`src/rtl/irq_prio_pkg.sv`:
```
package irq_prio_pkg;
  typedef enum logic [2:0] {
    CMD_NONE         = 3'd0,
    CMD_EOI_TOP      = 3'd1,
    CMD_EOI_TOP_ROT  = 3'd2,
    CMD_EOI_LINE     = 3'd3,
    CMD_EOI_LINE_ROT = 3'd4,
    CMD_SET_BASE     = 3'd5
  } cmd_e;

  // modular add of two indices already below n
  function automatic int wrap_idx(input int a, input int n);
    return (a >= n) ? a - n : a;
  endfunction
endpackage

```
`src/rtl/irq_prio_enc.sv`:
```
module irq_prio_enc #(
  parameter int NL = 8,
  localparam int IW = $clog2(NL)
) (
  input  logic [NL-1:0] bits_i,
  input  logic [IW-1:0] base_i,
  output logic          hit_o,
  output logic [IW-1:0] rel_o,
  output logic [IW-1:0] line_o
);
  import irq_prio_pkg::*;

  logic [NL-1:0] rot;

  always_comb begin
    for (int i = 0; i < NL; i++) begin
      rot[i] = bits_i[wrap_idx(i + int'(base_i), NL)];
    end
    hit_o = 1'b0;
    rel_o = '0;
    for (int i = NL - 1; i >= 0; i--) begin
      if (rot[i]) begin
        hit_o = 1'b1;
        rel_o = IW'(i);
      end
    end
    line_o = IW'(wrap_idx(int'(rel_o) + int'(base_i), NL));
  end
endmodule

```
`src/rtl/irq_req_capture.sv`:
```
module irq_req_capture #(
  parameter int NL = 8
) (
  input  logic          clk,
  input  logic          rst_n,
  input  logic [NL-1:0] irq_in_i,
  input  logic [NL-1:0] lvl_i,
  input  logic [NL-1:0] clr_i,
  output logic [NL-1:0] irr_o
);
  logic [NL-1:0] prev_q, irr_q, irr_d, rise;

  always_comb begin
    rise  = irq_in_i & ~prev_q;
    irr_d = (lvl_i & irq_in_i) | (~lvl_i & ((irr_q & ~clr_i) | rise));
  end

  always_ff @(posedge clk or negedge rst_n) begin
    if (!rst_n) begin
      prev_q <= '0;
      irr_q  <= '0;
    end else begin
      prev_q <= irq_in_i;
      irr_q  <= irr_d;
    end
  end

  assign irr_o = irr_q;
endmodule

```
`src/rtl/irq_svc_ctrl.sv`:
```
module irq_svc_ctrl #(
  parameter int NL = 8,
  localparam int IW = $clog2(NL)
) (
  input  logic          clk,
  input  logic          rst_n,
  input  logic [NL-1:0] ack_set_i,
  input  logic          aeoi_rot_i,
  input  logic [IW-1:0] aeoi_line_i,
  input  logic          cmd_valid_i,
  input  logic [2:0]    cmd_op_i,
  input  logic [IW-1:0] cmd_line_i,
  output logic [NL-1:0] isr_o,
  output logic [IW-1:0] base_o
);
  import irq_prio_pkg::*;

  logic [NL-1:0] isr_q, isr_d, eoi_clr;
  logic [IW-1:0] base_q, base_d, cmd_base;
  logic          cmd_base_en;
  logic          top_hit;
  logic [IW-1:0] top_rel, top_line;

  irq_prio_enc #(.NL(NL)) u_top (
    .bits_i(isr_q), .base_i(base_q),
    .hit_o(top_hit), .rel_o(top_rel), .line_o(top_line)
  );

  always_comb begin
    eoi_clr     = '0;
    cmd_base_en = 1'b0;
    cmd_base    = '0;
    if (cmd_valid_i) begin
      case (cmd_e'(cmd_op_i))
        CMD_EOI_TOP: begin
          if (top_hit) eoi_clr = NL'(1) << top_line;
        end
        CMD_EOI_TOP_ROT: begin
          if (top_hit) begin
            eoi_clr     = NL'(1) << top_line;
            cmd_base_en = 1'b1;
            cmd_base    = IW'(wrap_idx(int'(top_line) + 1, NL));
          end
        end
        CMD_EOI_LINE: eoi_clr = NL'(1) << cmd_line_i;
        CMD_EOI_LINE_ROT: begin
          eoi_clr     = NL'(1) << cmd_line_i;
          cmd_base_en = 1'b1;
          cmd_base    = IW'(wrap_idx(int'(cmd_line_i) + 1, NL));
        end
        CMD_SET_BASE: begin
          cmd_base_en = 1'b1;
          cmd_base    = IW'(wrap_idx(int'(cmd_line_i) + 1, NL));
        end
        default: ;
      endcase
    end
    isr_d = (isr_q & ~eoi_clr) | ack_set_i;
    if (cmd_base_en)     base_d = cmd_base;
    else if (aeoi_rot_i) base_d = IW'(wrap_idx(int'(aeoi_line_i) + 1, NL));
    else                 base_d = base_q;
  end

  always_ff @(posedge clk or negedge rst_n) begin
    if (!rst_n) begin
      isr_q  <= '0;
      base_q <= '0;
    end else begin
      isr_q  <= isr_d;
      base_q <= base_d;
    end
  end

  assign isr_o  = isr_q;
  assign base_o = base_q;
endmodule

```
`src/rtl/irq_prio_resolver.sv`:
```
module irq_prio_resolver #(
  parameter int NL           = 8,
  parameter bit IS_MASTER    = 1'b1,
  parameter int CASCADE_LINE = 2,
  localparam int IW = $clog2(NL)
) (
  input  logic          clk,
  input  logic          rst_n,
  input  logic [NL-1:0] irq_in_i,
  input  logic          lvl_wr_i,
  input  logic [NL-1:0] lvl_data_i,
  input  logic          mask_wr_i,
  input  logic [NL-1:0] mask_data_i,
  input  logic          auto_eoi_i,
  input  logic          rot_aeoi_i,
  input  logic          sfnm_i,
  input  logic          ack_i,
  input  logic          cmd_valid_i,
  input  logic [2:0]    cmd_op_i,
  input  logic [IW-1:0] cmd_line_i,
  output logic          cpu_irq_o,
  output logic          win_valid_o,
  output logic [IW-1:0] win_line_o,
  output logic [NL-1:0] irr_o,
  output logic [NL-1:0] isr_o,
  output logic [NL-1:0] imr_o,
  output logic [NL-1:0] lvl_o,
  output logic [IW-1:0] base_o
);
  logic [NL-1:0] lvl_q, imr_q, irr, isr, isr_eff, ack_bit;
  logic [IW-1:0] base;
  logic          cand_hit, cur_hit, pend, ack_go, cpu_irq_q;
  logic [IW-1:0] cand_rel, cand_line, cur_rel, cur_line;

  // trigger select survives reset on purpose
  always_ff @(posedge clk) begin
    if (lvl_wr_i) lvl_q <= lvl_data_i;
  end

  always_ff @(posedge clk or negedge rst_n) begin
    if (!rst_n)         imr_q <= '0;
    else if (mask_wr_i) imr_q <= mask_data_i;
  end

  irq_req_capture #(.NL(NL)) u_req (
    .clk(clk), .rst_n(rst_n), .irq_in_i(irq_in_i), .lvl_i(lvl_q),
    .clr_i(ack_bit & ~lvl_q), .irr_o(irr)
  );

  irq_prio_enc #(.NL(NL)) u_cand (
    .bits_i(irr & ~imr_q), .base_i(base),
    .hit_o(cand_hit), .rel_o(cand_rel), .line_o(cand_line)
  );

  generate
    if (IS_MASTER) begin : g_master
      assign isr_eff = sfnm_i ? (isr & ~(NL'(1) << CASCADE_LINE)) : isr;
    end else begin : g_slave
      assign isr_eff = isr;
    end
  endgenerate

  irq_prio_enc #(.NL(NL)) u_cur (
    .bits_i(isr_eff), .base_i(base),
    .hit_o(cur_hit), .rel_o(cur_rel), .line_o(cur_line)
  );

  always_comb begin
    pend    = cand_hit && (!cur_hit || (cand_rel < cur_rel));
    ack_go  = ack_i && pend;
    ack_bit = ack_go ? (NL'(1) << cand_line) : '0;
  end

  irq_svc_ctrl #(.NL(NL)) u_svc (
    .clk(clk), .rst_n(rst_n),
    .ack_set_i(auto_eoi_i ? '0 : ack_bit),
    .aeoi_rot_i(ack_go && auto_eoi_i && rot_aeoi_i),
    .aeoi_line_i(cand_line),
    .cmd_valid_i(cmd_valid_i), .cmd_op_i(cmd_op_i), .cmd_line_i(cmd_line_i),
    .isr_o(isr), .base_o(base)
  );

  always_ff @(posedge clk or negedge rst_n) begin
    if (!rst_n) cpu_irq_q <= 1'b0;
    else        cpu_irq_q <= pend;
  end

  assign cpu_irq_o   = cpu_irq_q;
  assign win_valid_o = pend;
  assign win_line_o  = cand_line;
  assign irr_o       = irr;
  assign isr_o       = isr;
  assign imr_o       = imr_q;
  assign lvl_o       = lvl_q;
  assign base_o      = base;
endmodule

```
`config.mk`:
```
export PLATFORM = sky130hd
export DESIGN_NAME = irq_prio_resolver
export DESIGN_NICKNAME = d
export VERILOG_FILES = /design/src/rtl/irq_prio_pkg.sv /design/src/rtl/irq_prio_enc.sv /design/src/rtl/irq_req_capture.sv /design/src/rtl/irq_svc_ctrl.sv /design/src/rtl/irq_prio_resolver.sv
export SDC_FILE = /design/constraint.sdc
export NUM_CORES = 1
export LEC_CHECK = 0
export CAP_MARGIN = 40
export CORE_MARGIN = 2
export CORE_UTILIZATION = 52
export CTS_CLUSTER_SIZE = 8
export DETAILED_ROUTE_END_ITERATION = 8
export GPL_TIMING_DRIVEN = 1
export PLACE_DENSITY = 0.81
export SYNTH_ARGS = -nofsm -noshare
export SYNTH_HDL_FRONTEND = slang
export SYNTH_SLANG_ARGS = --single-unit
export TNS_END_PERCENT = 10
```
`constraint.sdc`:
```
create_clock -name clk -period 5.23 [get_ports clk]
set_input_delay 0.7845 -clock clk [delete_from_list [all_inputs] [get_ports clk]]
set_output_delay 0.7845 -clock clk [all_outputs]
set_load 0.02 [all_outputs]
```
==> metrics.txt, run 1 <==
status=finished clean; slew at the pin closest to its max-slew limit=0.651 ns; initial antenna violation count=0; FF/Latch Area=1140 µm²; Hold Vio Cnt, Final=0; drt drc=0; Critical Path RT=4.45 ns; CTS clock-pin slew for the worst setup and hold paths=0.08 ns; Clock Skew=0.00665 ns; clock root buffer=clkbuf_8; share of layout cells above drive strength 1=18.3%; placed cell area=4580 µm²; Final HPWL DP=7170 µm; crit path kind=reg -> out; full die area=7810 µm²; # diodes=0; 1st-iter DRT viols=119; cts bufs inserted=5; Via density=5.81; vias in the first global route=2966; # rows=30; floorplan core area=6830 µm²; Post-synth EDFFs=8; synth warn=0; # IOs=79; IO buf count=78; All-Layer GR Usage=23.7%; initial core utilization=54.2%; post-synth top area share=24.3%; Placer Congestion=0.859; Worst Path Max Fanout=9; via count=2975; CTS tree=built; Die W=88.4 µm; clk sinks=44; Mapped Avg Cell Area=11.0 µm²; CP Launch Type=flop; Critical Path Max Stage Delay=0.68 ns; H-tree levels=2; Seq/Total Area, Yosys=30.8%; Detail Route Antenna Nets=0; Critical Path AT=4.18 ns; ranking of synthesized cells by area=dfrtp_1 24%, mux4_2 13%, ha_1 7.8%; Slew Viols, Final=0; first-pass GRT wire length=14200 µm; Tcrit/Tclk final=94.9%; slowest CP cell=clkdlybuf4s50_1; crit-path cells=ha_1 -> xnor2_4 -> mux4_2 -> mux2i_2 -> a21boi_1 -> o32a_1 -> inv_1 -> ha_1 -> fa_1 -> xnor2_2 -> xnor2_4 -> clkdlybuf4s50_1; Multi-input gate area=2410 µm²; Fill cells=505; routed wire length=9000 µm; Worst setup EP type=primary output; Setup Buffers After CTS=0; area of the mapped netlist=3700 µm²; Routed WL per cell=17.6 µm; Cell variety after synth=68; pin count of the biggest net entering global routing=37; Max Cap Violations=0; total gr overflow=0; final setup fails=0; FF+latch count, synth=44; area leader, netlist=dfrtp_1; Syn Nets=399; hold crit path type=reg -> reg; Mapped Cells=335; reg2reg setup slack=0.85 ns; DRT Pass-1 Iters=4; f_max=201 MHz; Async S/R FF share, synth=81.8%; fin crit period=4.96 ns; Worst slew margin=56.6%; Clock Latency Late Sink=0.30 ns; final instance area=4730 µm²; area grow syn2layout=27.8%; maximum root-to-sink buffer count=2; Total Negative Setup Slacks=0 ns; die height=88.4 µm; layout net count=479; RSZ-0062 raised after global routing=no; most common flop cell mapped by yosys=dfrtp_1
==> worst paths after layout <==
check / start / endpoint / cells after the start
hold reg to reg: lvl_o[4]$_DFFE_PP_ / u_req.irr_o[4]$_DFF_PN0_ / 2
max in group asynchronous: rst_n / u_svc.base_o[1]$_DFFE_PN0P_ / 2
setup reg to reg: u_svc.base_o[2]$_DFFE_PN0P_ / u_svc.base_o[2]$_DFFE_PN0P_ / 17
hold / removal: lvl_o[4]$_DFFE_PP_ / u_req.irr_o[4]$_DFF_PN0_ / 2
min in group asynchronous: rst_n / u_req.prev_q[4]$_DFF_PN0_ / 2
setup / recovery: u_svc.base_o[1]$_DFFE_PN0P_ / win_line_o[2] / 12
==> stage by stage <==
step | hold slack (ns) | cells | util [%] | worst slack, ns
CTS | 0.550 | 512 | 68.6 | 0.0278
detailed placement | 0.529 | 504 | 67.0 | 0.282
floorplan | 0.489 | 335 | - | 0.763
global route | 0.588 | 512 | 69.2 | 0.0399
finish | 0.547 | 512 | 69.2 | 0.267
global placement | 0.525 | 504 | 67.0 | 0.336
==> placed cells by master, fill, tap and decap left out, types with 5 or more instances in the layout <==
| cell | instances |
|---|---|
| a21oi_1 | 6 |
| a31o_1 | 6 |
| buf_4 | 8 |
| clkbuf_8 | 5 |
| clkdlybuf4s50_1 | 77 |
| dfrtp_1 | 35 |
| edfxtp_1 | 8 |
| ha_1 | 23 |
| inv_1 | 25 |
| mux2_2 | 15 |
| mux2i_1 | 16 |
| mux4_2 | 21 |
| nand2_1 | 22 |
| nand2b_1 | 17 |
| nor2_1 | 10 |
| nor2b_1 | 11 |
| o21ai_0 | 13 |
| o21ai_1 | 7 |
| o22ai_1 | 5 |
==> critical path, delay by kind of cell (launching register included) <==
kind            cells  cell delay, ns
mux                 2            0.59
flops               1            0.47
buf+inv             2            0.74
fa+ha+maj           3            0.88
compound gates      2            0.43
xor+xnor            3            0.77
==> state kept, by name (all words and copies together) (netlist names) <==
| name | cells |
|---|---|
| u_req.prev_q | 8 |
| u_svc.base_o | 3 |
| cpu_irq_o | 1 |
| lvl_o | 8 |
| u_req.irr_o | 8 |
| imr_o | 8 |
| u_svc.isr_o | 8 |
==> area by class of cell <==
| type | count | area share, % |
|---|---|---|
| multi-input combinational | 250 | 50.9 |
| sequential | 44 | 24.2 |
| timing repair buffer | 86 | 17.8 |
| tap | 96 | 2.54 |
| inverter | 28 | 2.22 |
| clock buffer | 5 | 1.46 |
| clock inverter | 3 | 0.899 |
==> logic make-up after synthesis <==
logic type / share of synthesized area, %
AND/OR/NAND/NOR: 13.8
adder cells (fa/ha/maj): 8.86
AO/OA/AOI/OAI: 15.5
XOR/XNOR: 3.31
buffers and inverters: 5.14
flip-flops: 30.8
multiplexers: 22.6
==> repair_timing <==
action | in CTS | in global routing
gates resized for setup | 0 | 7
endpoints found under the setup margin | 0 | 2
hold buffers | 0 | 0
==> cell usage after synthesis, drive strengths merged, types with 5 or more instances <==
library cell / count
a31o: 6
ha: 23
mux4: 21
nor4b: 6
o22ai: 5
mux2i: 17
a211oi: 5
a21oi: 7
dfrtp: 36
nor2b: 11
nor2: 10
nand2b: 17
edfxtp: 8
buf: 10
nand2: 22
inv: 28
o21ai: 20
mux2: 17
==> metal layers <==
metal  track usage, %  routed length (µm)  up-vias
li1                 -                   -     1415
met3             5.04                 518       13
met4             7.02                 121        0
met2             37.6                4410       86
met5                0                   0        -
met1             32.9                3950     1461
Power of run 1 is not shown: default switching activity piles up to over one toggle a cycle in this logic, so the estimate is an artifact.
==> inputs of run 2 (changes only) <==
--- a/config.mk
+++ b/config.mk
@@ -7,11 +7,11 @@
 export LEC_CHECK = 0
 export CAP_MARGIN = 40
 export CORE_MARGIN = 2
-export CORE_UTILIZATION = 52
+export CORE_UTILIZATION = 56
 export CTS_CLUSTER_SIZE = 8
 export DETAILED_ROUTE_END_ITERATION = 8
 export GPL_TIMING_DRIVEN = 1
-export PLACE_DENSITY = 0.81
+export PLACE_DENSITY = 0.87
 export SYNTH_ARGS = -nofsm -noshare
 export SYNTH_HDL_FRONTEND = slang
 export SYNTH_SLANG_ARGS = --single-unit
==> constraint.sdc (replaced) <==
create_clock -name clk -period 6.15 [get_ports clk]
set_input_delay 0.9225 -clock clk [delete_from_list [all_inputs] [get_ports clk]]
set_output_delay 0.9225 -clock clk [all_outputs]
set_load 0.02 [all_outputs]
==> metrics.txt, run 2 (synthesis results as in run 1) <==
status=finished clean; CTS clock-pin slew for the worst setup and hold paths=0.08 ns; clk sinks=44; min-delay src=lvl_o[5]$_DFFE_PP_; # IOs=79; Max Cap Violations=0; Hold Vio Cnt, Final=0; initial antenna violation count=0; Worst setup EP type=primary output; initial core utilization=57.9%; Top delay family on crit path=compound AO/OA/AOI/OAI gates; RR Startpoint=u_svc.base_o[0]$_DFFE_PN0P_; RSZ-0062 raised after global routing=no; 1st-iter DRT viols=168; Worst slew margin=52.5%; fin crit period=5.74 ns; Clock Latency Late Sink=0.30 ns; H-tree levels=2; crit-path most repeated cell=ha_1; most frequent cells in the layout=78 x clkdlybuf4s50_1, 35 x dfrtp_1, 25 x inv_1; final setup fails=0; area grow syn2layout=25.5%; Critical Path RT=5.23 ns; All-Layer GR Usage=27.7%; hold crit path type=reg -> reg; CP Launch Type=flop; die height=85.3 µm; Clock Skew=0.00319 ns; pre-CTS setup slack=0.531 ns; crit-path cells=inv_2 -> ha_1 -> xnor2_4 -> mux4_2 -> nor4_2 -> and4b_4 -> ha_1 -> o21a_1 -> o32ai_1 -> a41oi_2 -> nor2_1 -> clkdlybuf4s50_1; cts bufs inserted=5; Detail Route Antenna Nets=0; layout net count=475; pin count of the biggest net entering global routing=37; Tcrit/Tclk final=93.3%; maximum root-to-sink buffer count=2; via count=3076; Slew Viols, Final=0; worst setup path startpoint=u_svc.base_o[1]$_DFFE_PN0P_; Critical Path Max Stage Delay=0.60 ns; vias in the first global route=3154; Buffers & Inverters on Critical Path=2; # rows=29; first-pass GRT wire length=16000 µm; Final HPWL DP=7580 µm; slowest CP cell=mux4_2; full die area=7270 µm²; f_max=174 MHz; DRT Pass-1 Iters=5; Critical Path AT=4.82 ns; floorplan core area=6390 µm²; Placer Congestion=0.959; Total Negative Setup Slacks=0 ns; hold_buf cts=0; share of layout cells above drive strength 1=16.7%; CTS tree=built; total gr overflow=0; Routed WL per cell=19.7 µm; clock root buffer=clkbuf_8; final worst setup slack=0.412 ns; routed wire length=9620 µm; crit path kind=reg -> out; drt drc=0; IO buf count=78; Via density=6.29; # diodes=0; commonest non-fill, non-tap cell in the layout=clkdlybuf4s50_1; slew at the pin closest to its max-slew limit=0.712 ns; Worst Path Max Fanout=16; Die W=85.3 µm
[run 2: path summary, 6_finish.rpt]
kind	cells past startpoint	end	slack, ns
setup / recovery	12	win_valid_o	0.41
hold / removal	2	u_req.irr_o[5]$_DFF_PN0_	0.55
setup reg to reg	15	u_svc.base_o[2]$_DFFE_PN0P_	1.51
hold reg to reg	2	u_req.irr_o[5]$_DFF_PN0_	0.55
max in group asynchronous	2	u_svc.base_o[1]$_DFFE_PN0P_	4.76
min in group asynchronous	2	u_req.prev_q[0]$_DFF_PN0_	1.03
[run 2: area by class of cell]
class | count | area [µm²]
clock inverters | 3 | 42.5
flip-flops and latches | 44 | 1140
multi-input cells | 250 | 2370
inverters | 28 | 105
clock buffers | 5 | 68.8
repair buffers | 82 | 818
fillers | 464 | 1740
well taps | 77 | 96.3
[run 2: what timing repair did]
item,CTS,global route
resized for setup,0,1
setup endpoints to repair,0,1
buffers inserted,0,0
[run 2: through the flow]
| step | util [%] | cells | cell area (µm²) | hold slack (ns) |
|---|---|---|---|---|
| 3_5_place_dp | 70.9 | 481 | 4530 | 0.535 |
| 4_1_cts | 72.7 | 489 | 4640 | 0.553 |
| 3_3_place_gp | 70.7 | 480 | 4510 | 0.526 |
| 5_1_grt | 72.7 | 489 | 4640 | 0.588 |
| 6_report | 72.7 | 489 | 4640 | 0.551 |
| 2_1_floorplan | - | 335 | 3700 | 0.520 |
[run 2: worst min-delay path: stages, from the launching register on]
cell      delay, ns
edfxtp_1       0.36
o21ai_0        0.09
o21ai_1        0.06
[run 2: layer usage]
metal | GRT usage [%] | up-vias | part of all wire, % | routed length (µm)
met5 | 0 | - | 0 | 0
met2 | 46.2 | 117 | 50 | 4770
met4 | 7.79 | 0 | 2.0 | 193
met1 | 37.0 | 1534 | 42 | 4050
li1 | - | 1408 | - | -
met3 | 5.54 | 17 | 6.3 | 603
Power of run 2 is left out for the same reason.
==> inputs of run 3 (changes only) <==
--- a/config.mk
+++ b/config.mk
@@ -6,7 +6,6 @@
 export NUM_CORES = 1
 export LEC_CHECK = 0
 export CAP_MARGIN = 40
-export CORE_MARGIN = 2
 export CORE_UTILIZATION = 56
 export CTS_CLUSTER_SIZE = 8
 export DETAILED_ROUTE_END_ITERATION = 8
==> metrics.txt, run 3 (synthesis results as in run 1) <==
routed wire length=9120 µm; Detail Route Antenna Nets=0; area grow syn2layout=25.0%; CTS tree=built; # IOs=79; commonest non-fill, non-tap cell in the layout=clkdlybuf4s50_1; Routed WL per cell=18.6 µm; Max Cap Violations=0; full die area=6940 µm²; hold crit path type=reg -> reg; RSZ-0062 raised after global routing=no; RR Startpoint=u_svc.base_o[0]$_DFFE_PN0P_; Via density=6.15; RR Endpoint=u_svc.base_o[2]$_DFFE_PN0P_; clk sinks=44; Top delay family on crit path=compound AO/OA/AOI/OAI gates; f_max=180 MHz; Clock Latency Late Sink=0.30 ns; Placer Congestion=0.863; slew at the pin closest to its max-slew limit=0.839 ns; most frequent cells in the layout=78 x clkdlybuf4s50_1, 36 x dfrtp_1, 25 x inv_1; Worst R2R Path Depth=15; final worst setup slack=0.608 ns; via count=3015; Critical Path AT=4.62 ns; hold path cells=1; maximum root-to-sink buffer count=2; final setup fails=0; Buffers & Inverters on Critical Path=1; Worst slew margin=44.1%; CP Launch Type=flop; crit-path cells=xnor2_4 -> mux4_2 -> a211oi_1 -> o31ai_1 -> and3_1 -> ha_1 -> o21a_1 -> o32ai_1 -> a41oi_2 -> nor2_1 -> clkdlybuf4s50_1; min-delay src=imr_o[0]$_DFFE_PN0P_; pre-CTS setup slack=0.945 ns; Final HPWL DP=7300 µm; WHS Endpoint=imr_o[0]$_DFFE_PN0P_; 1st-iter DRT viols=149; share of layout cells above drive strength 1=16.7%; Total Negative Setup Slacks=0 ns; drt drc=0; vias in the first global route=3084; Slew Viols, Final=0; status=finished clean; Inst Count DP=482; minimum hold slack=0.564 ns; initial core utilization=58.3%; IO buf count=78; Hold Vio Cnt, Final=0; first-pass GRT wire length=15100 µm; Tcrit/Tclk final=90.1%; H-tree levels=2; crit path kind=reg -> out; Critical Path Max Stage Delay=0.69 ns; clock root buffer=clkbuf_8; Clock Skew=0.00824 ns; cts bufs inserted=5; Post-CTS Resized=0; initial antenna violation count=0; All-Layer GR Usage=27.3%; reg2reg setup slack=1.61 ns; layout net count=476; final cell count without fillers=490; Setup Buffers After CTS=0; fin crit period=5.54 ns; pin count of the biggest net entering global routing=37; Worst setup EP type=primary output; total gr overflow=0; Critical Path RT=5.23 ns; hold_buf cts=0; floorplan core area=6350 µm²; # rows=29; Die W=83.3 µm; DRT Pass-1 Iters=4; slowest CP cell=dfrtp_1; # diodes=0; CTS clock-pin slew for the worst setup and hold paths=0.08 ns; Worst Path Max Fanout=15; die height=83.3 µm
-- run 3: worst max path at each step --
stage	startpoint	endpoint	cells after the start
floorplan	u_svc.base_o[0]$_DFFE_PN0P_	win_valid_o	14
global placement	sfnm_i	win_valid_o	12
detailed placement	u_svc.base_o[0]$_DFFE_PN0P_	win_line_o[2]	13
CTS	u_svc.base_o[0]$_DFFE_PN0P_	win_line_o[2]	13
global route	u_svc.base_o[2]$_DFFE_PN0P_	win_valid_o	11
finish	u_svc.base_o[2]$_DFFE_PN0P_	win_valid_o	11
-- run 3: cell type report --
cell class / instances / area, µm²
flip-flops and latches: 44 / 1140
inverters: 28 / 105
fillers: 451 / 1730
clock inverters: 1 / 7.51
clock buffers: 7 / 86.3
repair buffers: 83 / 818
multi-input cells: 250 / 2370
well taps: 77 / 96.3
-- run 3: per-layer routing --
| metal | global-route usage, % | vias to the layer above | wire (µm) |
|---|---|---|---|
| li1 | - | 1408 | - |
| met3 | 3.88 | 15 | 415 |
| met5 | 0 | - | 0 |
| met2 | 44.3 | 100 | 4360 |
| met1 | 38.4 | 1492 | 4190 |
| met4 | 7.68 | 0 | 149 |
-- run 3: worst register-to-register path: stages (launching register included) --
cell,delay [ns]
dfrtp_1,0.41
buf_4,0.24
ha_1,0.33
xnor2_2,0.37
mux4_2,0.36
mux2i_1,0.25
a21boi_1,0.21
o32a_1,0.22
inv_1,0.06
ha_1,0.19
fa_1,0.38
xnor2_1,0.37
xnor2_4,0.23
ha_1,0.30
a22o_1,0.22
mux2_1,0.29
-- run 3: through the flow --
stage / util, % / area [µm²]
detailed placement: 71.3 / 4530
global placement: 71.3 / 4530
floorplan: - / 3700
CTS: 72.8 / 4620
global route: 72.8 / 4620
finish: 72.8 / 4620
Power of run 3 is left out for the same reason.
